<file path="config.mk">
export PLATFORM = sky130hd
export DESIGN_NAME = jitter_diff_meter
export DESIGN_NICKNAME = d
export VERILOG_FILES = /design/src/rtl/jdm_pkg.sv /design/src/rtl/jdm_edge_locator.sv /design/src/rtl/jdm_accum.sv /design/src/rtl/jdm_sequencer.sv /design/src/rtl/jitter_diff_meter.sv
export SDC_FILE = /design/constraint.sdc
export NUM_CORES = 1
export LEC_CHECK = 0
export ABC_AREA = 1
export BUFFER_PORTS_ARGS = -buffer_cell sky130_fd_sc_hd__buf_2
export CORE_MARGIN = 4
export CORE_UTILIZATION = 53
export DETAILED_ROUTE_END_ITERATION = 12
export PLACE_DENSITY_LB_ADDON = 0.2
export SLEW_MARGIN = 40
export SYNTH_ARGS = -nofsm -noshare
export SYNTH_HDL_FRONTEND = slang
export SYNTH_HIERARCHICAL = 1
export SYNTH_SLANG_ARGS = --single-unit
</file>
<file path="constraint.sdc">
create_clock -name clk -period 4.09 [get_ports clk]
set_clock_uncertainty 0.15 [all_clocks]
set_input_delay 0.409 -clock clk [delete_from_list [all_inputs] [get_ports clk]]
set_output_delay 0.409 -clock clk [all_outputs]
set_load 0.1 [all_outputs]
</file>
<file path="src/rtl/jdm_pkg.sv">
package jdm_pkg;
   typedef enum logic [2:0] {
      ST_IDLE,
      ST_WIN,
      ST_SAMP,
      ST_EVAL,
      ST_GAP,
      ST_FIN
   } jdm_state_e;
endpackage

</file>
<file path="src/rtl/jdm_edge_locator.sv">
// Reduces a thermometer snapshot to the index of its lowest level change.
module jdm_edge_locator #(
   parameter int TAP_W = 16,
   parameter int POS_W = 4
) (
   input  logic [TAP_W-1:0] snap,
   output logic [POS_W-1:0] pos,
   output logic             found
);
   always_comb begin
      pos   = '0;
      found = 1'b0;
      // Scan downward so that the lowest change is the last one written.
      for (int j = TAP_W - 1; j >= 1; j--) begin
         if (snap[j] ^ snap[j-1]) begin
            pos   = POS_W'(j);
            found = 1'b1;
         end
      end
   end
endmodule

</file>
<file path="src/rtl/jdm_accum.sv">
// Signed sum and sum of squares of per-trial position differences.
module jdm_accum #(
   parameter int POS_W = 4,
   parameter int SUM_W = 15,
   parameter int SQ_W  = 18
) (
   input  logic                    clk,
   input  logic                    rst_n,
   input  logic                    clear,
   input  logic                    add,
   input  logic [POS_W-1:0]        pos_a,
   input  logic [POS_W-1:0]        pos_b,
   output logic signed [SUM_W-1:0] sum,
   output logic [SQ_W-1:0]         sq_sum
);
   localparam int D_W = POS_W + 1;

   logic signed [D_W-1:0] diff;
   logic [POS_W-1:0]      mag;
   logic [2*POS_W-1:0]    mag_sq;

   always_comb begin
      diff   = signed'({1'b0, pos_a}) - signed'({1'b0, pos_b});
      mag    = diff[D_W-1] ? POS_W'(-diff) : POS_W'(diff);
      mag_sq = (2*POS_W)'(mag) * (2*POS_W)'(mag);
   end

   always_ff @(posedge clk) begin
      if (!rst_n || clear) begin
         sum    <= '0;
         sq_sum <= '0;
      end else if (add) begin
         sum    <= sum + {{(SUM_W-D_W){diff[D_W-1]}}, diff};
         sq_sum <= sq_sum + SQ_W'(mag_sq);
      end
   end
endmodule

</file>
<file path="src/rtl/jdm_sequencer.sv">
// Trial sequencer: window, capture, evaluate, idle gap, campaign end.
module jdm_sequencer
   import jdm_pkg::*;
#(
   parameter int WIN_W   = 8,
   parameter int GAP_W   = 8,
   parameter int TRIAL_W = 10,
   localparam int CNT_W  = (WIN_W > GAP_W) ? WIN_W : GAP_W
) (
   input  logic               clk,
   input  logic               rst_n,
   input  logic               start,
   input  logic [WIN_W-1:0]   win_cycles,
   input  logic [GAP_W-1:0]   gap_cycles,
   input  logic [TRIAL_W-1:0] trial_target,
   input  logic               trial_ok,
   output logic               osc_en,
   output logic               capture,
   output logic               busy,
   output logic               done,
   output logic               clear_acc,
   output logic               eval_en,
   output logic [TRIAL_W-1:0] valid_trials
);
   jdm_state_e         state;
   logic [CNT_W-1:0]   timer;
   logic [WIN_W-1:0]   win_q;
   logic [GAP_W-1:0]   gap_q;
   logic [TRIAL_W-1:0] tgt_q;
   logic [TRIAL_W-1:0] count;
   logic [WIN_W-1:0]   win_eff;
   logic [GAP_W-1:0]   gap_eff;
   logic               win_last;
   logic               gap_last;
   logic               hit_target;

   always_comb begin
      win_eff    = (win_q == '0) ? WIN_W'(1) : win_q;
      gap_eff    = (gap_q == '0) ? GAP_W'(1) : gap_q;
      win_last   = (timer == CNT_W'(win_eff - WIN_W'(1)));
      gap_last   = (timer == CNT_W'(gap_eff - GAP_W'(1)));
      hit_target = trial_ok && ((count + TRIAL_W'(1)) == tgt_q);
   end

   always_ff @(posedge clk) begin
      if (!rst_n) begin
         state <= ST_IDLE;
         timer <= '0;
         win_q <= '0;
         gap_q <= '0;
         tgt_q <= '0;
         count <= '0;
      end else begin
         case (state)
            ST_IDLE: begin
               if (start) begin
                  win_q <= win_cycles;
                  gap_q <= gap_cycles;
                  tgt_q <= trial_target;
                  count <= '0;
                  timer <= '0;
                  state <= (trial_target == '0) ? ST_FIN : ST_WIN;
               end
            end
            ST_WIN: begin
               if (win_last) begin
                  timer <= '0;
                  state <= ST_SAMP;
               end else begin
                  timer <= timer + CNT_W'(1);
               end
            end
            ST_SAMP: state <= ST_EVAL;
            ST_EVAL: begin
               if (trial_ok) count <= count + TRIAL_W'(1);
               if (hit_target) begin
                  state <= ST_FIN;
               end else begin
                  timer <= '0;
                  state <= ST_GAP;
               end
            end
            ST_GAP: begin
               if (gap_last) begin
                  timer <= '0;
                  state <= ST_WIN;
               end else begin
                  timer <= timer + CNT_W'(1);
               end
            end
            ST_FIN:  state <= ST_IDLE;
            default: state <= ST_IDLE;
         endcase
      end
   end

   always_comb begin
      osc_en       = (state == ST_WIN);
      capture      = (state == ST_SAMP);
      eval_en      = (state == ST_EVAL);
      done         = (state == ST_FIN);
      busy         = (state == ST_WIN) || (state == ST_SAMP) ||
                     (state == ST_EVAL) || (state == ST_GAP);
      clear_acc    = (state == ST_IDLE) && start;
      valid_trials = count;
   end
endmodule

</file>
<file path="src/rtl/jitter_diff_meter.sv">
// Differential jitter measurement unit: top level.
module jitter_diff_meter #(
   parameter int TAP_W   = 16,
   parameter int WIN_W   = 8,
   parameter int GAP_W   = 8,
   parameter int TRIAL_W = 10,
   localparam int POS_W  = $clog2(TAP_W),
   localparam int SUM_W  = POS_W + 1 + TRIAL_W,
   localparam int SQ_W   = 2 * POS_W + TRIAL_W
) (
   input  logic                    clk,
   input  logic                    rst_n,
   input  logic                    start,
   input  logic [WIN_W-1:0]        win_cycles,
   input  logic [GAP_W-1:0]        gap_cycles,
   input  logic [TRIAL_W-1:0]      trial_target,
   input  logic [TAP_W-1:0]        snap_a,
   input  logic [TAP_W-1:0]        snap_b,
   output logic                    osc_en,
   output logic                    capture,
   output logic                    busy,
   output logic                    done,
   output logic [TRIAL_W-1:0]      valid_trials,
   output logic signed [SUM_W-1:0] diff_sum,
   output logic [SQ_W-1:0]         diff_sq_sum
);
   localparam int N_LINES = 2;

   if (TAP_W < 3) begin : g_chk_taps
      $error("jitter_diff_meter: TAP_W must be at least 3");
   end
   if (TRIAL_W < 1 || WIN_W < 1 || GAP_W < 1) begin : g_chk_widths
      $error("jitter_diff_meter: counter widths must be positive");
   end

   logic [TAP_W-1:0] snap_in [N_LINES];
   logic [TAP_W-1:0] snap_q  [N_LINES];
   logic [POS_W-1:0] pos     [N_LINES];
   logic [N_LINES-1:0] found;
   logic clear_acc;
   logic eval_en;
   logic trial_ok;

   assign snap_in[0] = snap_a;
   assign snap_in[1] = snap_b;

   for (genvar i = 0; i < N_LINES; i++) begin : g_line
      always_ff @(posedge clk) begin
         if (!rst_n)       snap_q[i] <= '0;
         else if (capture) snap_q[i] <= snap_in[i];
      end

      jdm_edge_locator #(
         .TAP_W (TAP_W),
         .POS_W (POS_W)
      ) u_loc (
         .snap  (snap_q[i]),
         .pos   (pos[i]),
         .found (found[i])
      );
   end

   assign trial_ok = &found;

   jdm_sequencer #(
      .WIN_W   (WIN_W),
      .GAP_W   (GAP_W),
      .TRIAL_W (TRIAL_W)
   ) u_seq (
      .clk          (clk),
      .rst_n        (rst_n),
      .start        (start),
      .win_cycles   (win_cycles),
      .gap_cycles   (gap_cycles),
      .trial_target (trial_target),
      .trial_ok     (eval_en && trial_ok),
      .osc_en       (osc_en),
      .capture      (capture),
      .busy         (busy),
      .done         (done),
      .clear_acc    (clear_acc),
      .eval_en      (eval_en),
      .valid_trials (valid_trials)
   );

   jdm_accum #(
      .POS_W (POS_W),
      .SUM_W (SUM_W),
      .SQ_W  (SQ_W)
   ) u_acc (
      .clk    (clk),
      .rst_n  (rst_n),
      .clear  (clear_acc),
      .add    (eval_en && trial_ok),
      .pos_a  (pos[0]),
      .pos_b  (pos[1]),
      .sum    (diff_sum),
      .sq_sum (diff_sq_sum)
   );
endmodule

</file>
# After elaboration in Yosys (flattened, before gate mapping)
# Memories as Yosys holds them, arrays and structs flattened.
# Index checks and enable logic that the tools add are counted.
dict set report totals {
  wordCells 165
  output_inout_bits 47
  ff_bits 80
  input_bits 61
  mem_count 1
  ram_bits 32
}
dict set report op_classes {
  n_mul 1
  bitwise_logic 32
  n_reduce_logical 19
  n_mux 83
  add_sub_neg 8
  n_eq_ne 13
}
# memory words width read_ports rd_clocked_by_memory_dff wr line
set mem_list {}
lappend mem_list {snap_q 2 16 2 0 2 jitter_diff_meter.sv:37} ;# logic [TAP_W-1:0] snap_q [N_LINES];
# operator count
set op_table {}
lappend op_table {{4-bit 2-to-1 mux} 31}
lappend op_table {{8-bit 2-to-1 mux} 6}
lappend op_table {{1-bit 2-to-1 mux} 35}
lappend op_table {{16-bit 2-to-1 mux} 2}
lappend op_table {{8-bit case mux with 4 select lines} 1}
lappend op_table {{1-bit bitwise XOR} 30}
lappend op_table {{10-bit 2-to-1 mux} 2}
lappend op_table {{10-bit case mux with 2 select lines} 1}
lappend op_table {{18-bit by 8-bit adder with 18-bit output} 1}
lappend op_table {{8-bit equality test} 2}
lappend op_table {{8-bit zero test} 2}
lappend op_table {{8-bit by 1-bit subtractor with 8-bit output, second input constant} 2}
lappend op_table {{15-bit adder} 1}
lappend op_table {{3-bit case mux with 5 select lines} 1}
lappend op_table {{3-bit 2-to-1 mux} 4}
lappend op_table {{10-bit by 1-bit adder with 10-bit output, second input constant} 1}
lappend op_table {{10-bit equality test} 1}
lappend op_table {{10-bit zero test} 1}
lappend op_table {{3-bit AND reduction} 3}
lappend op_table {{8-bit by 1-bit adder with 8-bit output, second input constant} 1}
lappend op_table {{4-bit by 4-bit multiplier with 8-bit output} 1}
lappend op_table {{3-bit by 2-bit equality test with 1-bit output, second input constant} 2}
lappend op_table {{3-bit equality test, second input constant} 2}
lappend op_table {{2-bit by 1-bit != test with 1-bit output, second input constant} 3}
lappend op_table {{other kinds (12)} 20}

# Longest topological paths before layout
# Gate-level depths: netlist of run 1.
# An unclocked memory read counts as a cell.
dict set report depth {
  ltp_word 22
  mapped_depth 40
}

# Hierarchy
# The synthesis of run 1 kept the hierarchy.
# mod seq_area_each_um2 cells_each area_each_um2 n_inst
set by_module_without_submodules {}
lappend by_module_without_submodules {jdm_accum 660.6 489 2985.4 1}
lappend by_module_without_submodules {jdm_sequencer 940.9 458 2901.5 1}
lappend by_module_without_submodules {jitter_diff_meter 960.9 105 1350.0 1}
lappend by_module_without_submodules {jdm_edge_locator 0.0 58 300.3 2}

# Worst setup path after synthesis of run 1
# OpenSTA, ideal clock, no wires.
dict set report synth_path {
  kind {register to register}
  start {mem snap_q[0][12]}
  end {reg u_acc.sq_sum[16]}
  setup_time_ns 0.119
  n_path_buf 0
  slack_ns -0.441
  path_stages_with_launch 34
  arrival_time_ns 4.262
  required_ns 3.821
  cell_sequence {edfxtp_1 > xnor2_1 > nand2_1 > nand2_1 > nand2_1 > nand2_1 > nand2_1 > nand2_1 > nand2_1 > nand2_1 > nand2_1 > nand2_1 > nand2_1 > nand2_1 > nand2_1 > inv_1 > ha_1 > inv_1 > fa_1 > inv_1 > ha_1 > nor2_4 > xor2_2 > nand2_2 > nor2_1 > fa_1 > ha_1 > nand2_1 > o21ai_2 > nand3_1 > nand3_2 > nand3_1 > nand2_1 > nor2_1}
}
# item line
set synth_rtl {}
lappend synth_rtl {{start: declaration} jitter_diff_meter.sv:37}
lappend synth_rtl {{end signal: assignment} jdm_accum.sv:34} ;# sq_sum <= sq_sum + SQ_W'(mag_sq);
lappend synth_rtl {{end: declaration} jdm_accum.sv:14} ;# output logic [SQ_W-1:0] sq_sum

==> results of run 1 <==
-- synth_stat cells, types with 2 or more instances --
master,number,share of area (%)
nor2_4,5,0.72
edfxtp_1,32,12
or2_1,3,0.24
nor3b_1,2,0.19
nor2_2,32,2.6
a21oi_1,71,4.5
buf_2,7,0.45
inv_1,198,9.5
nand3b_1,2,0.19
nand2_4,2,0.29
nand4_1,12,0.96
a21oi_2,3,0.34
or2_2,2,0.16
ha_1,36,5.7
o21ai_0,39,2.5
o21ai_2,2,0.22
nor4_1,4,0.32
nand3_2,4,0.51
fa_1,5,1.3
dfxtp_1,80,20
xor2_1,21,2.3
buf_1,2,0.096
nor3_1,5,0.32
clkbuf_1,13,0.62
o21ai_1,4,0.26
a31oi_1,5,0.40
buf_6,3,0.43
nand2_2,11,0.88
clkinv_1,4,0.19
nor2_1,131,6.3
o21bai_1,5,0.48
nand3_1,86,5.5
xnor2_1,36,4.0
nand2_1,294,14
-- critical path, delay by kind of cell, from the launching register on --
kind                     cells  cell delay [ns]
adder cells (fa/ha/maj)      5             1.68
AND/OR/NAND/NOR             23             1.38
flip-flops                   1             0.42
buffers and inverters        7             0.38
AO/OA/AOI/OAI                2             0.33
XOR/XNOR                     1             0.21
-- state kept, by name, indices dropped and copies added (netlist names) --
signal	flops
u_seq/valid_trials	10
u_acc/sq_sum	18
snap_q	32
u_seq/gap_q	8
u_seq/state	3
u_seq/win_q	8
u_seq/timer	8
u_seq/tgt_q	10
u_acc/sum	15
-- kinds of logic (layout without fill, tap and decap cells) --
group,after synthesis,in the layout,share of synthesized area [%]
buffers and inverters,229,378,11.4
AO/OA/AOI/OAI,131,131,8.91
AND/OR/NAND/NOR,597,597,33.4
XOR/XNOR,58,58,6.58
flip-flops,112,112,32.7
adder cells (fa/ha/maj),41,41,7.02
-- cell usage in the layout (no fill, tap or decap), types with 8 or more instances in the layout --
cell type,netlist,routed
a21oi_1,71,64
a21oi_2,3,9
buf_2,7,107
buf_4,0,45
clkbuf_16,0,9
dfxtp_1,80,80
edfxtp_1,32,32
ha_1,36,19
ha_4,0,16
inv_1,198,186
inv_2,1,11
nand2_1,294,269
nand2_2,11,28
nand2_4,2,10
nand3_1,86,72
nand3_2,4,15
nand4_1,12,12
nor2_1,131,120
nor2_2,32,37
nor2_4,5,11
o21ai_0,39,33
o21ai_1,4,8
xnor2_1,36,34
xor2_1,21,20
-- stage by stage --
stage / power (uW) / hold slack, ns / cell area (um^2) / setup WS, ns / util, %
5_1_grt: 7390 / 0.133 / 9750 / -0.967 / 67.1
4_1_cts: 6070 / 0.123 / 9290 / -0.527 / 63.9
3_3_place_gp: 4860 / 0.307 / 8890 / -0.552 / 61.2
2_1_floorplan: 3980 / 0.294 / 7920 / -0.382 / -
6_report: 6850 / 0.140 / 9750 / -0.567 / 67.1
3_5_place_dp: 4930 / 0.313 / 8910 / -0.624 / 61.3
-- layout make-up --
| class | count | area [um^2] | area share (%) |
|---|---|---|---|
| multi-input combinational | 827 | 4910 | 50.4 |
| sequential | 112 | 2560 | 26.3 |
| timing repair buffer | 159 | 972 | 9.97 |
| inverter | 203 | 764 | 7.84 |
| tap | 184 | 230 | 2.36 |
| clock buffer | 9 | 225 | 2.31 |
| clock inverter | 7 | 85.1 | 0.872 |
-- power groups by stage --
| stage | clock (uW) | combinational, uW | sequential (uW) |
|---|---|---|---|
| finish | 915 | 4550 | 1390 |
| global route | 991 | 5000 | 1410 |
| CTS | 947 | 3740 | 1380 |
| detailed placement | 0 | 3520 | 1410 |
| global placement | 0 | 3450 | 1410 |
| floorplan | 0 | 2510 | 1470 |
-- path summary, 6_finish.rpt --
path,start,endpoint,slack (ns),cells past startpoint
setup / recovery,snap_q[0][13],u_acc/sq_sum[6],-0.57,38
setup reg to reg,snap_q[0][13],u_acc/sq_sum[6],-0.57,38
hold reg to reg,u_seq/tgt_q[3],u_seq/tgt_q[3],0.32,2
hold / removal,gap_cycles[3],u_seq/gap_q[3],0.14,3
-- repair_timing --
| action | 4_1_cts | 5_1_grt |
|---|---|---|
| pin swaps | 18 | 18 |
| setup endpoints to repair | 15 | 25 |
| gates resized for setup | 11 | 101 |
| setup buffers | 2 | 6 |
-- per-layer routing --
metal	GRT usage (%)	part of all wire, %
met4	7.52	1.9
met1	26.0	44
met5	0	0
met3	3.92	4.3
met2	35.4	50
==> impl_metrics.toml, run 1 <==
[run_status]
status = "finished with violations"
violations = "negative setup slack"

[die]
placementRows = 44
die_h_um = 130
core_area_mm2 = 0.0145
dieArea_mm2 = 0.0168
start_util_pct = 53.9
chipWidth_um = 130
ios = 108

[routing]
ant_nets = 0
vias = 7346
first_pass_iters = 5
dr.first_iter.drc_count = 394
wl_mm = 17.6
wl_per_cell_um = 11.7
via_per_inst = 4.89
remaining_drc_errors = 0

[timing]
rsz0062_at_grt = "yes"
period_share_pct = 114
slew_headroom_pct = 50.1
setup_viol = 15
timing.final.ws_setup_ns = -0.567
finalSetupTns_ns = -7.36
hold_viol = 0
clock.fmax_ghz = 0.215
slew_violations = 0
tightestPinTransition_ns = 0.748
period_needed_ns = 4.66

[yosys]
synthCells = 1168
avgSynthCellArea_um2 = 6.71
async_flop_share_pct = 0
ys_types = 41
yosysSeqAreaShare_pct = 32.7
syn-cell-area_mm2 = 0.00784
synthFlopType = "dfxtp_1"
syn-num-nets = 1270
synth_edf_count = 32
ys_ff_latch = 112
yosys_warnings = 6

[finish]
drive_gt1_share_pct = 25.1
area_growth_pct = 24.5
fin_cells = 1501
nFillCells = 1325
n_antenna_cell = 0
finalNetCount = 1414

[clocking]
cts_hold_buf = 0
worst_skew_pair.late_latency_ns = 0.35
cts_htree_levels = 3
clkSlewWorstSetupHoldPaths_ns = 0.08
clockBufferDepth = 2
clock_sinks = 112
cts_buffers = 9
cts_tree = "yes"
cts_root_buffer = "clkbuf_16"

[global_route]
grt.total_usage_pct = 20.7
grt_start_max_net_pins = 34
grt_pass1_wl_mm = 28.7
grt_overflow_total = 0
grt_pass1_vias = 6623
antenna_found_initial = 0

[worst_setup_path]
worstSetupStartpointType = "flip-flop"
critical_path_arrival_ns = 4.76
critPathSlowestCell = "fa_2"
required_ns = 4.20
worst-path-max-fanout = 4
cpMostUsedCell = "nand2_1"
critPathMaxStageDelay_ns = 0.58
crit_path_end_kind = "flip-flop"
path_class = "flip-flop to flip-flop"

[place]
port-buffer-count = 107
dp_cells = 1478
hpwl_mm = 12.8
gp_congestion = 0.855

[power_and_ir_drop]
cellLeakagePower_uw = 0.00481
p_sw_uw = 3110
vdd_drop_max_uv = 643
p_seq_share_pct = 20.2
powerDensity_mw_per_mm2 = 703
power_frac_comb_pct = 66.4
p_int_uw = 3750
clkPwrFrac_pct = 13.4
p_sw_share_pct = 45.3

[run]
drv_cap = 0

[min_path]
hold_path.class = "input pin to flip-flop"
No activity file was read; power rests on OpenSTA's default activity.
==> run 2: changes to the inputs <==
--- a/config.mk
+++ b/config.mk
@@ -7,7 +7,6 @@
 export LEC_CHECK = 0
 export ABC_AREA = 1
 export BUFFER_PORTS_ARGS = -buffer_cell sky130_fd_sc_hd__buf_2
-export CORE_MARGIN = 4
 export CORE_UTILIZATION = 53
 export DETAILED_ROUTE_END_ITERATION = 12
 export PLACE_DENSITY_LB_ADDON = 0.2
==> impl_metrics.toml, run 2 (same netlist as run 1, synthesis figures left out) <==
[timing]
rsz0062_at_grt = "yes"
slew_violations = 0
finalSetupTns_ns = -7.21
slew_headroom_pct = 42.7
period_needed_ns = 4.66
setup_viol = 15
hold_viol = 0
period_share_pct = 114
clock.fmax_ghz = 0.214
timing.final.ws_setup_ns = -0.573
tightestPinTransition_ns = 0.858

[place]
gp_congestion = 0.832
dp_cells = 1479
port-buffer-count = 107
hpwl_mm = 12.3
pre_cts_slack_ns = -0.601

[die]
dieArea_mm2 = 0.0153
placementRows = 44
chipWidth_um = 124
core_area_mm2 = 0.0145
ios = 108
start_util_pct = 54.1
die_h_um = 124

[worst_setup_path]
critPathSlowestCell = "fa_2"
crit_cells = 36
critPathCapture = "u_acc/sq_sum[12]"
path_class = "flip-flop to flip-flop"
worst-path-buf-inv = 5
crit_path_end_kind = "flip-flop"
r2r_cells = 36
r2r_end = "u_acc/sq_sum[12]"
cp-startpoint = "snap_q[0][13]"
worstSetupStartpointType = "flip-flop"
rr_startpoint = "snap_q[0][13]"
worst-path-max-fanout = 6
critPathTopFamily = "simple AND/OR/NAND/NOR gates"
critical_path_arrival_ns = 4.76
required_ns = 4.19
cpMostUsedCell = "nand2_1"
rrSetupSlack_ns = -0.57
critPathMaxStageDelay_ns = 0.57

[finish]
final_cell_mix = "nand2_1, inv_1, nor2_1"
top_register = "snap_q"
drive_gt1_share_pct = 27.1
reg_top3 = "snap_q x32, u_acc/sq_sum x18, u_acc/sum x15"
multi_input_area_mm2 = 0.00495
largest_register_ffs = 32
fin_cells = 1511
finalNetCount = 1424
layout_commonest_cell = "nand2_1"
area_growth_pct = 25.1
n_antenna_cell = 0
nFillCells = 1283
ff_latch_area_mm2 = 0.00256

[global_route]
grt.total_usage_pct = 22.6
grt_use_met2_pct = 38.1
grt_pass1_wl_mm = 27.6
antenna_found_initial = 0
gr-usage-met1_pct = 29.2
grt_start_max_net_pins = 49
grt.busiest_layer = "met2"
grt.met3_usage_pct = 3.07
grt_overflow_total = 0
grt_pass1_vias = 6366

[run_status]
status = "finished with violations"
violations = "negative setup slack"

[clocking]
clockBufferDepth = 2
clock_sinks = 112
cts_root_buffer = "clkbuf_16"
cts_buffers = 9
cts_tree = "yes"
cts_hold_buf = 0
worst_skew_pair.late_latency_ns = 0.36
cts_htree_levels = 3
clkSlewWorstSetupHoldPaths_ns = 0.07

[routing]
ant_nets = 0
first_pass_iters = 6
remaining_drc_errors = 0
via_per_inst = 4.91
dr.first_iter.drc_count = 343
wl_mm = 17.5
wl_per_cell_um = 11.5
vias = 7426

[power_and_ir_drop]
cellLeakagePower_uw = 0.00485
vdd_drop_max_uv = 590
powerDensity_mw_per_mm2 = 692

[min_path]
hold_path.class = "input pin to flip-flop"
hold_depth = 3

[run]
drv_cap = 0
## run 2: what timing repair did
action / CTS / global route
buffers inserted: 5 / 12
gates resized for setup: 27 / 111
cloned: 0 / 0
endpoints found under the setup margin: 15 / 25
pin swaps: 29 / 60
## run 2: worst min-delay path by stage
stage / start / endpoint / slack, ns
floorplan: u_seq/tgt_q[1] / u_seq/tgt_q[1] / 0.29
global placement: u_seq/tgt_q[5] / u_seq/tgt_q[5] / 0.31
detailed placement: u_seq/tgt_q[5] / u_seq/tgt_q[5] / 0.31
CTS: gap_cycles[4] / u_seq/gap_q[4] / 0.12
global route: gap_cycles[3] / u_seq/gap_q[3] / 0.15
finish: gap_cycles[4] / u_seq/gap_q[4] / 0.13
## run 2: cell type report
| class | count | share of cell area (%) |
|---|---|---|
| tap | 184 | 2.35 |
| timing repair buffer | 169 | 10.6 |
| clock buffer | 10 | 2.34 |
| inverter | 203 | 7.82 |
| clock inverter | 6 | 0.370 |
| multi-input combinational | 827 | 50.4 |
| sequential | 112 | 26.1 |
## run 2: where the power goes
group	switching (uW)	internal [uW]	leakage, uW
Combinational	2530	2050	0.00374
Clock	407	409	0.000120
Sequential	107	1280	0.000984
Total	3050	3740	0.00485
## run 2: metal layers
metal	part of all wire [%]	vias to the layer above
li1	-	3956
met1	47	3301
met2	48	138
met3	3.2	31
met4	2.2	0
met5	0	-
## run 2: through the flow
| stage | util, % | hold slack, ns | area, um^2 | power, uW |
|---|---|---|---|---|
| CTS | 64.3 | 0.116 | 9320 | 6150 |
| detailed placement | 61.6 | 0.314 | 8910 | 4950 |
| global route | 67.7 | 0.155 | 9810 | 7320 |
| finish | 67.7 | 0.126 | 9810 | 6790 |
| floorplan | - | 0.294 | 7920 | 3980 |
| global placement | 61.5 | 0.306 | 8910 | 4880 |
## run 2: worst register-to-register path, delay by kind of cell, from the launching register on
family	cells	cell delay (ns)
adder cells (fa/ha/maj)	5	1.67
AND/OR/NAND/NOR	25	1.75
flip-flops	1	0.45
XOR/XNOR	1	0.20
buffers and inverters	5	0.35
